## src/rtl/eqs_pkg.sv

```systemverilog
package eqs_pkg;

    localparam int NQ       = 4;
    localparam int MODE_LSB = 12;

    typedef logic [NQ-1:0] qvec_t;

    typedef enum logic [1:0] {
        MODE_NONE = 2'b00,
        MODE_TOP1 = 2'b01,
        MODE_TOP2 = 2'b10,
        MODE_ALL  = 2'b11
    } sched_mode_e;

    typedef struct packed {
        logic  hit;
        qvec_t sel;
    } pick_t;

    // Queues served strictly for a given mode (upper queues first).
    function automatic qvec_t strict_mask(sched_mode_e m);
        case (m)
            MODE_TOP1: return 4'b1000;
            MODE_TOP2: return 4'b1100;
            MODE_ALL:  return 4'b1111;
            default:   return 4'b0000;
        endcase
    endfunction

    // One-hot of the highest set bit.
    function automatic qvec_t pick_highest(qvec_t v);
        qvec_t r = '0;
        for (int i = 0; i < NQ; i++) begin
            if (v[i]) r = qvec_t'(1) << i;
        end
        return r;
    endfunction

endpackage

```

## src/rtl/eqs_strict_pick.sv

```systemverilog
module eqs_strict_pick
    import eqs_pkg::*;
(
    input  qvec_t req,
    output pick_t pick
);
    qvec_t sel;

    generate
        for (genvar i = 0; i < NQ; i++) begin : g_chain
            if (i == NQ - 1) begin : g_top
                assign sel[i] = req[i];
            end else begin : g_low
                assign sel[i] = req[i] & ~(|req[NQ-1:i+1]);
            end
        end
    endgenerate

    assign pick.sel = sel;
    assign pick.hit = |req;
endmodule

```

## src/rtl/eqs_wrr_credit.sv

```systemverilog
module eqs_wrr_credit
    import eqs_pkg::*;
#(
    parameter int                         CW      = 4,
    parameter logic [NQ-1:0][CW-1:0]      WEIGHTS = {4'd8, 4'd4, 4'd2, 4'd1}
) (
    input  logic  clk,
    input  logic  rst,
    input  qvec_t cand,
    input  logic  take,
    output pick_t pick
);
    logic [CW-1:0] credit [NQ];
    qvec_t has_cr;
    qvec_t elig;
    qvec_t pool;
    logic  refill;

    generate
        for (genvar i = 0; i < NQ; i++) begin : g_cr
            assign has_cr[i] = (credit[i] != '0);
        end
    endgenerate

    assign elig   = cand & has_cr;
    assign refill = (elig == '0);
    assign pool   = refill ? cand : elig;

    assign pick.sel = pick_highest(pool);
    assign pick.hit = |cand;

    generate
        for (genvar i = 0; i < NQ; i++) begin : g_upd
            always_ff @(posedge clk) begin
                if (rst) begin
                    credit[i] <= WEIGHTS[i];
                end else if (take) begin
                    if (refill)
                        credit[i] <= WEIGHTS[i] - (pick.sel[i] ? CW'(1) : CW'(0));
                    else if (pick.sel[i])
                        credit[i] <= credit[i] - CW'(1);
                end
            end

            // credit is reloaded, never accumulated past its weight
            p_credit_bound_r10: assert property (@(posedge clk) disable iff (rst)
                credit[i] <= WEIGHTS[i]);
        end
    endgenerate
endmodule

```

## src/rtl/eqs_sched.sv

```systemverilog
module eqs_sched
    import eqs_pkg::*;
#(
    parameter int                         CTRL_W  = 16,
    parameter int                         CW      = 4,
    parameter logic [NQ-1:0][CW-1:0]      WEIGHTS = {4'd8, 4'd4, 4'd2, 4'd1}
) (
    input  logic              clk,
    input  logic              rst,
    input  logic [CTRL_W-1:0] ctrl_word,
    input  logic [NQ-1:0]     q_nonempty,
    input  logic              frame_done,
    input  logic              hold_off,
    output logic [NQ-1:0]     grant,
    output logic              grant_valid
);
    sched_mode_e mode;
    qvec_t       smask;
    pick_t       s_pick;
    pick_t       w_pick;
    logic        slot_free;
    logic        take;
    logic        wrr_take;
    qvec_t       next_grant;
    logic        unused_ctrl;

    assign mode        = sched_mode_e'(ctrl_word[MODE_LSB +: 2]);
    assign unused_ctrl = ^{ctrl_word[CTRL_W-1:MODE_LSB+2], ctrl_word[MODE_LSB-1:0]};
    assign smask       = strict_mask(mode);

    eqs_strict_pick u_strict (
        .req  (q_nonempty & smask),
        .pick (s_pick)
    );

    eqs_wrr_credit #(.CW(CW), .WEIGHTS(WEIGHTS)) u_wrr (
        .clk  (clk),
        .rst  (rst),
        .cand (q_nonempty & ~smask),
        .take (wrr_take),
        .pick (w_pick)
    );

    assign slot_free  = !grant_valid || frame_done;
    assign take       = slot_free && !hold_off && (s_pick.hit || w_pick.hit);
    assign wrr_take   = take && !s_pick.hit;
    assign next_grant = s_pick.hit ? s_pick.sel : w_pick.sel;

    always_ff @(posedge clk) begin
        if (rst) begin
            grant       <= '0;
            grant_valid <= 1'b0;
        end else if (take) begin
            grant       <= next_grant;
            grant_valid <= 1'b1;
        end else if (slot_free) begin
            grant       <= '0;
            grant_valid <= 1'b0;
        end
    end


    p_onehot_r2: assert property (@(posedge clk) disable iff (rst)
        grant_valid == $onehot(grant));
    p_zero_idle_r2: assert property (@(posedge clk) disable iff (rst)
        $onehot0(grant));

    p_no_preempt_r3: assert property (@(posedge clk) disable iff (rst)
        grant_valid && !frame_done |=> grant_valid && $stable(grant));

    p_hold_r4: assert property (@(posedge clk) disable iff (rst)
        hold_off |=> !grant_valid || $stable(grant));

    p_strict_top_r7: assert property (@(posedge clk) disable iff (rst)
        take && mode != MODE_NONE && q_nonempty[3] |=> grant[3]);

    p_all_strict_r6: assert property (@(posedge clk) disable iff (rst)
        take && mode == MODE_ALL && q_nonempty[2] && !q_nonempty[3] |=> grant[2]);

    p_idle_r11: assert property (@(posedge clk) disable iff (rst)
        slot_free && q_nonempty == '0 |=> !grant_valid);
endmodule

```

## config.mk

```make
export PLATFORM = sky130hd
export DESIGN_NAME = eqs_sched
export DESIGN_NICKNAME = d
export VERILOG_FILES = /design/src/rtl/eqs_pkg.sv /design/src/rtl/eqs_strict_pick.sv /design/src/rtl/eqs_wrr_credit.sv /design/src/rtl/eqs_sched.sv
export SDC_FILE = /design/constraint.sdc
export NUM_CORES = 1
export LEC_CHECK = 0
export ABC_CLOCK_PERIOD_IN_PS = 5400
export BUFFER_PORTS_ARGS = -buffer_cell sky130_fd_sc_hd__buf_2
export CAP_MARGIN = 0
export CORE_MARGIN = 2
export CORE_UTILIZATION = 30
export DETAILED_ROUTE_END_ITERATION = 10
export GPL_TIMING_DRIVEN = 0
export SLEW_MARGIN = 10
export SYNTH_ARGS = -nofsm -noshare
export SYNTH_HDL_FRONTEND = slang
export SYNTH_SLANG_ARGS = --single-unit
export TNS_END_PERCENT = 10
```

## constraint.sdc

```tcl
create_clock -name clk -period 5.4 [get_ports clk]
set_input_delay 0.27 -clock clk [delete_from_list [all_inputs] [get_ports clk]]
set_output_delay 0.27 -clock clk [all_outputs]
set_load 0.1 [all_outputs]
```

# Word level (Yosys, flattened, before mapping)

Memory sizes are Yosys's and may differ from the RTL's.
Index checks and enable logic that the tools add are counted.

Add/sub/neg operators: 8
Equal/unequal tests: 3
Muxes and demuxes: 49
Bitwise logic cells: 18
Reduce and logical (&&, ||, !) cells: 18

Operators with widths:

| operator                                          | number |
|---|---|
| 2-to-1 mux 4 bit                                  | 13 |
| 2-to-1 mux 1 bit                                  | 33 |
| nonzero test 4 bit                                | 4 |
| subtractor 4 x 1 -> 4 bit (second input constant) | 4 |
| AND 4 bit                                         | 3 |
| case mux 4 bit (3 select lines)                   | 1 |
| OR 1 bit                                          | 8 |
| OR reduction 4 bit                                | 2 |
| == test 2 bit (second input constant)             | 2 |
| zero test 4 bit                                   | 1 |
| NOT 4 bit                                         | 1 |
| subtractor 1 x 4 -> 4 bit (first input constant)  | 1 |
| subtractor 2 x 4 -> 4 bit (first input constant)  | 1 |
| subtractor 3 x 4 -> 4 bit (first input constant)  | 1 |
| subtractor 4 bit (first input constant)           | 1 |
| AND 1 bit                                         | 3 |
| logical AND 1 bit                                 | 3 |
| zero test 1 bit                                   | 3 |
| 2-to-1 mux 3 bit                                  | 1 |
| NOT 1 bit                                         | 3 |
| OR reduction 3 bit                                | 1 |
| == test 2 x 1 -> 1 bit (second input constant)    | 1 |
| logical OR 1 bit                                  | 2 |
| 2-to-1 mux 2 bit                                  | 1 |
| 2 further kinds                                   | 2 |

Flip-flop bits (word level): 5
RAM bits: 16
Input port bits: 24
Output and inout bits: 5
Word-level logic and storage cells: 99
Memories: 1

Memories:

| memory       | depth | width | read ports | clocked after memory_dff | write ports | line                 | RTL |
|---|---|---|---|---|---|---|---|
| u_wrr.credit | 4     | 4     | 4          | 0                        | 4           | eqs_wrr_credit.sv:13 | `logic [CW-1:0] credit [NQ];` |

# Logic depth before layout (Yosys ltp)

Gate-level depths: netlist (run 1).

Depth in word-level cells: 17
Depth in mapped cells: 7
Depth with buffers taken out: 6

# Hierarchy

A second synthesis (run 1) with hierarchy kept.

Cells, all modules: 150
Area, all modules: 1599.0 um2

Modules (own cells, without submodules):

| module          | times used | cells each | area an instance (um2) | sequential area each (um2) |
|---|---|---|---|---|
| eqs_wrr_credit  | 1          | 113        | 1187.4                 | 480.5 |
| eqs_sched       | 1          | 32         | 374.1                  | 100.1 |
| eqs_strict_pick | 1          | 5          | 37.5                   | 0.0 |

# Worst setup path after synthesis (run 1)

No wires, ideal clock.

Kind: register to register
Start: reg grant_valid
End: mem u_wrr.credit[1][0], enable pin
Setup time: 0.300 ns
Arrival time: 2.093 ns
Required time: 5.100 ns
Setup slack: 3.007 ns
Cell stages (with the launch flop): 6
Buffers on the path: 1
Period minus slack after synthesis: 2.393 ns
Cell sequence: dfxtp_1 > nor2b_1 > clkbuf_1 > nor3_1 > a41oi_1 > o21ai_0

RTL lines:

| what                     | line                 | RTL |
|---|---|---|
| start: declaration       | eqs_sched.sv:15      | `output logic grant_valid` |
| start signal: assignment | eqs_sched.sv:52      | `grant_valid <= 1'b0;` |
| start signal: assignment | eqs_sched.sv:55      | `grant_valid <= 1'b1;` |
| start signal: assignment | eqs_sched.sv:58      | `grant_valid <= 1'b0;` |
| end: declaration         | eqs_wrr_credit.sv:13 |  |

==> results.sh, run 1 <==
export IMPL_status="finished, final reports clean"
export IMPL_grtUsageMet3_pct=3.06
export IMPL_crit_family="compound AO/OA/AOI/OAI gates"
export IMPL_core_area_um2=4410
export IMPL_drt_vias_per_instance=5.65
export IMPL_drv_slew=0
export IMPL_cts_buffer_depth=2
export IMPL_wl_per_cell_um=14.5
export IMPL_htreeDepth=1
export IMPL_grt_pass1_wl_um=5090
export IMPL_dr_pass1_iters=4
export IMPL_required_ns=5.30
export IMPL_critical_path_buf_inv_count=1
export IMPL_syn_area_per_cell_um2=9.98
export IMPL_power_density_nw_per_um2=229
export IMPL_synthFlopType="edfxtp_1"
export IMPL_synth_top_area_cell="edfxtp_1"
export IMPL_final_antenna_net_count=0
export IMPL_drt_initial_drc_count=62
export IMPL_dieArea_um2=5220
export IMPL_place_gp_congestion=0.834
export IMPL_synth_cell_types=49
export IMPL_grt_pass1_vias=1065
export IMPL_dp_hpwl_um=2310
export IMPL_nFillCells=437
export IMPL_path_cells="inv_1 -> ha_1 -> or3b_1 -> a22oi_2 -> nand3_2 -> o21ai_0"
export IMPL_netlist_area_um2=1400
export IMPL_antenna_diode_count=0
export IMPL_slew_headroom_pct=61.2
export IMPL_cts_tree="yes"
export IMPL_top_usage_layer="met2"
export IMPL_area_growth_pct=12.2
export IMPL_fin_tns_setup_ns=0
export IMPL_drcViolationCount=0
export IMPL_cts_root_buffer="clkbuf_8"
export IMPL_leakagePower_nw=0.544
export IMPL_layout_common_cells="edfxtp_1, nand2_1, buf_2"
export IMPL_cp_arrival_ns=2.50
export IMPL_synth_edf_count=16
export IMPL_setup_viol=0
export IMPL_grt_max_degree=12
export IMPL_final_util_pct=35.5
export IMPL_syn_num_nets=168
export IMPL_final_cells=208
export IMPL_crit_path_start_kind="flip-flop"
export IMPL_initial_core_util_pct=31.7
export IMPL_min_period_over_period_pct=48.1
export IMPL_clock_skew_ns=0.00200
export IMPL_async_flop_share_pct=0
export IMPL_tightest_slew_ns=0.577
export IMPL_grt_overflow=0
export IMPL_antenna_found_initial=0
export IMPL_ys_warn_count=0
export IMPL_die_x_um=72.3
export IMPL_cts_sinks=21
export IMPL_fin_crit_ns=2.60
export IMPL_clkTransAtPathRegs_ns=0.07
export IMPL_rsz0062_at_grt="false"
export IMPL_drv_cap=0
export IMPL_grtUsageMet1_pct=17.0
export IMPL_ios=29
export IMPL_vias=1175
export IMPL_dp_cells=204
export IMPL_grt_use_met2_pct=19.4
export IMPL_synth_cells=140
export IMPL_crit_path_end_kind="flip-flop"
export IMPL_crit_type="flip-flop to flip-flop"
export IMPL_cts_hold_buf=0
export IMPL_cts_setup_buffers=0
export IMPL_rows=24
export IMPL_fmax_ghz=0.385
export IMPL_synth_top_area_share_pct=34.4
export IMPL_path_max_fanout=8
export IMPL_ys_ff_latch=21
export IMPL_hold_viol=0
export IMPL_crit_path_top_delay_cell="o21ai_0"
export IMPL_seq_area_frac_synth_pct=41.5
export IMPL_mostFrequentLayoutCell="edfxtp_1"
export IMPL_max_stage_delay_ns=0.53
export IMPL_worstSkewPairLatency_ns=0.26
export IMPL_numCtsBuffers=3
export IMPL_nets=185
export IMPL_grt_usage_pct=12.3
export IMPL_post_cts_resized=0
export IMPL_port_buffer_count=12
export IMPL_synthTopCellsByArea="edfxtp_1, dfxtp_1, xnor2_1, ha_1, nand2_1"
export IMPL_totalWireLength_um=3010
export IMPL_final_layout_size_suffix_gt1_share_pct=16.7
export IMPL_die_h_um=72.3
export IMPL_hp_class="primary input to flip-flop"
export IMPL_ir_drop_mv=0.127
worst min-delay path: stages:
cell and delay (ns):
buf_2 0.13, nor2_1 0.05, nor2_1 0.09, nor2_1 0.05
cell type report:
class	instances	area (µm²)	area share (%)
plain buffers	5	50.0	3.19
clock buffers	4	45.0	2.87
inverters	10	37.5	2.39
multi-input cells	104	729	46.5
flip-flops and latches	21	581	37.0
well taps	52	65.1	4.15
repair buffers	12	60.1	3.83
metrics by stage:
stage | power (mW) | setup WS (ns) | instance area, µm² | hold slack, ns
after CTS | 0.362 | 2.76 | 1570 | 0.357
after detailed placement | 0.259 | 2.79 | 1520 | 0.512
after global placement | 0.256 | 2.90 | 1520 | 0.493
after global routing | 0.376 | 2.60 | 1570 | 0.394
final | 0.359 | 2.80 | 1570 | 0.371
after floorplan | 0.241 | 3.01 | 1400 | 0.453
kinds of logic (layout without fill, tap and decap cells):
kind of cell	after synthesis	after routing	share of synthesized area (%)
flip-flops	21	21	41.5
XOR/XNOR	8	8	5.01
adder cells (fa/ha/maj)	4	4	3.58
AO/OA/AOI/OAI	39	39	22.7
buffers and inverters	15	31	6.27
AND/OR/NAND/NOR	53	53	20.9
state kept, by name, indices dropped and copies added, names as in the netlist:
signal	cells
grant_valid	1
u_wrr.credit	16
grant	4
cells in the mapped netlist, types with 4 or more instances:
| cell type | n |
|---|---|
| a21oi_1 | 4 |
| nor3_1 | 9 |
| or3b_1 | 4 |
| inv_1 | 10 |
| a211oi_1 | 4 |
| ha_1 | 4 |
| xnor2_1 | 6 |
| o21ai_0 | 5 |
| dfxtp_1 | 5 |
| nand2_1 | 13 |
| edfxtp_1 | 16 |
| nor2_1 | 9 |
layer usage:
| layer | vias to the layer above | wire, µm |
|---|---|---|
| met2 | 23 | 1450 |
| li1 | 572 | - |
| met5 | - | 0 |
| met3 | 6 | 117 |
| met1 | 574 | 1400 |
| met4 | 0 | 34 |
path summary, 6_finish.rpt:
| path | startpoint | endpoint | slack, ns | depth (start not counted) |
|---|---|---|---|---|
| worst max-delay path | u_wrr.credit[3][0]$_DFFE_PP_ | u_wrr.credit[1][0]$_DFFE_PP_ | 2.80 | 6 |
| worst min-delay path | hold_off | grant_valid$_SDFFE_PP0P_ | 0.37 | 4 |
| worst max register to register | u_wrr.credit[3][0]$_DFFE_PP_ | u_wrr.credit[1][0]$_DFFE_PP_ | 2.80 | 6 |
| worst min register to register | grant[1]$_SDFFE_PP0P_ | grant[1]$_SDFFE_PP0P_ | 0.52 | 2 |
power breakdown:
group	internal (mW)	leakage [nW]	total, mW	switching, mW
clock network	0.0526	0.0228	0.103	0.0506
registers	0.181	0.194	0.185	0.00465
logic	0.0224	0.327	0.0707	0.0483
total	0.256	0.544	0.359	0.104
Note: power is estimated with default switching activity, not from simulation.
==> run 2: changes to the inputs <==
Settings changed: ABC_CLOCK_PERIOD_IN_PS 5400 to 2600.
Clock period 5.4 ns to 2.6 ns, I/O delays scaled along.
==> run 2 against run 1 <==
- final cell count is the same
- clock skew hardly changed
- register-to-register slack lost 2.7 ns
- wire length hardly changed
- clock-buffer cell count unchanged
- critical path depth is the same
- fmax grew 5.1%
- clock power grew 110%
- largest power group unchanged
==> results.sh, run 2 (synthesized netlist as in run 1, its figures left out) <==
export IMPL_status="finished, final reports clean"
export IMPL_hp_class="primary input to flip-flop"
export IMPL_cts_root_buffer="clkbuf_8"
export IMPL_crit_path_start_kind="flip-flop"
export IMPL_path_max_fanout=8
export IMPL_hold_viol=0
export IMPL_topRoutingLayerUsed="met4"
export IMPL_antenna_found_initial=0
export IMPL_grt_overflow=0
export IMPL_worstSkewPairLatency_ns=0.26
export IMPL_place_gp_congestion=0.834
export IMPL_required_ns=2.50
export IMPL_ir_drop_mv=0.263
export IMPL_crit_type="flip-flop to flip-flop"
export IMPL_cp_arrival_ns=2.38
export IMPL_fin_crit_ns=2.47
export IMPL_leakagePower_nw=0.543
export IMPL_swShare_pct=28.8
export IMPL_crit_path_end_kind="flip-flop"
export IMPL_dr_pass1_iters=4
export IMPL_dieArea_um2=5220
export IMPL_max_stage_delay_ns=0.43
export IMPL_power_density_nw_per_um2=476
export IMPL_nets=185
export IMPL_dp_cells=204
export IMPL_intPower_mw=0.531
export IMPL_layout_common_cells="edfxtp_1, nand2_1, buf_2"
export IMPL_drt_initial_drc_count=62
export IMPL_drv_cap=0
export IMPL_ios=29
export IMPL_hold_ws_ns=0.231
export IMPL_clkTransAtPathRegs_ns=0.07
export IMPL_grt_usage_pct=12.3
export IMPL_post_cts_resized=1
export IMPL_cts_buffer_depth=2
export IMPL_rows=24
export IMPL_final_layout_size_suffix_gt1_share_pct=16.7
export IMPL_area_growth_pct=12.2
export IMPL_clock_skew_ns=0.00200
export IMPL_totalWireLength_um=3010
export IMPL_die_h_um=72.3
export IMPL_grt_max_degree=12
export IMPL_min_period_over_period_pct=95.1
export IMPL_p_switching_mw=0.215
export IMPL_wl_met2_um=1450
export IMPL_vias=1175
export IMPL_tightest_slew_ns=0.577
export IMPL_setup_viol=0
export IMPL_core_area_um2=4410
export IMPL_die_x_um=72.3
export IMPL_pwr_share_comb_pct=19.7
export IMPL_nFillCells=437
export IMPL_reg_top3="u_wrr.credit x16, grant x4, grant_valid x1"
export IMPL_p_clk_share_pct=28.7
export IMPL_cts_sinks=21
export IMPL_final_antenna_net_count=0
export IMPL_slew_headroom_pct=61.2
export IMPL_path_cells="inv_1 -> ha_1 -> or3b_1 -> a22oi_2 -> a41oi_1 -> o21ai_0"
export IMPL_drt_vias_per_instance=5.65
export IMPL_final_cells=208
export IMPL_largest_reg_flops=16
export IMPL_drv_slew=0
export IMPL_crit_path_top_delay_cell="edfxtp_1"
export IMPL_dp_hpwl_um=2310
export IMPL_drt_met1_wl_um=1400
export IMPL_cts_setup_buffers=0
export IMPL_fmax_ghz=0.404
export IMPL_wl_per_cell_um=14.5
export IMPL_seq_power_share_pct=51.6
export IMPL_mostFrequentLayoutCell="edfxtp_1"
export IMPL_port_buffer_count=12
export IMPL_htreeDepth=1
export IMPL_initial_core_util_pct=31.7
export IMPL_cts_tree="yes"
export IMPL_grt_pass1_vias=1065
export IMPL_top_register="u_wrr.credit"
export IMPL_drcViolationCount=0
export IMPL_place_area_um2=1520
export IMPL_cts_hold_buf=0
export IMPL_grt_pass1_wl_um=5090
export IMPL_antenna_diode_count=0
export IMPL_rsz0062_at_grt="true"
export IMPL_numCtsBuffers=3
export IMPL_wl_met3_um=117
export IMPL_fin_area_um2=1570
==> run 2: cell counts in the layout (fill, tap and decap cells not counted) <==
Identical to the previous run, type by type.
==> run 2: routing by layer <==
layer | up-vias | global-route usage (%)
li1 | 572 | -
met1 | 574 | 17.0
met2 | 23 | 19.4
met3 | 6 | 3.06
met4 | 0 | 2.94
met5 | - | 0
==> run 2: path summary, 6_finish.rpt <==
| check | cells after the start | from | slack [ns] | end |
|---|---|---|---|---|
| hold / removal | 4 | hold_off | 0.23 | grant_valid$_SDFFE_PP0P_ |
| setup / recovery | 6 | u_wrr.credit[3][0]$_DFFE_PP_ | 0.13 | u_wrr.credit[2][3]$_SDFFCE_PN0P_ |
| hold reg to reg | 2 | grant[1]$_SDFFE_PP0P_ | 0.52 | grant[1]$_SDFFE_PP0P_ |
| setup reg to reg | 6 | u_wrr.credit[3][0]$_DFFE_PP_ | 0.13 | u_wrr.credit[2][3]$_SDFFCE_PN0P_ |
==> run 2: layout make-up <==
cell class / count / area [µm²] / area share [%]
Buffer: 5 / 50.0 / 3.19
Clock buffer: 4 / 45.0 / 2.87
Inverter: 10 / 37.5 / 2.39
Multi-Input combinational cell: 104 / 729 / 46.5
Sequential cell: 21 / 581 / 37.0
Tap cell: 52 / 65.1 / 4.15
Timing Repair Buffer: 12 / 60.1 / 3.83
==> run 2: through the flow <==
step	util (%)	worst slack [ns]	setup TNS, ns	total power [mW]
2_1_floorplan	-	0.207	0	0.500
3_3_place_gp	34.5	0.0955	0	0.532
3_5_place_dp	34.5	-0.00886	-0.0352	0.537
4_1_cts	35.5	0.141	0	0.752
5_1_grt	35.5	-0.00930	-0.0367	0.780
6_report	35.5	0.127	0	0.746
==> run 2: power groups by stage <==
stage	Sequential [mW]	Clock, mW	Combinational, mW
global route	0.387	0.234	0.160
finish	0.385	0.214	0.147
CTS	0.385	0.221	0.146
floorplan	0.415	0	0.0854
global placement	0.391	0	0.141
detailed placement	0.393	0	0.145
==> run 2: worst max-delay path: cells and delay by family (launching register included) <==
kind,cells,cell delay (ns)
fa+ha+maj,1,0.17
flops,1,0.43
buf+inv,1,0.08
compound gates,3,1.05
simple gates,1,0.39
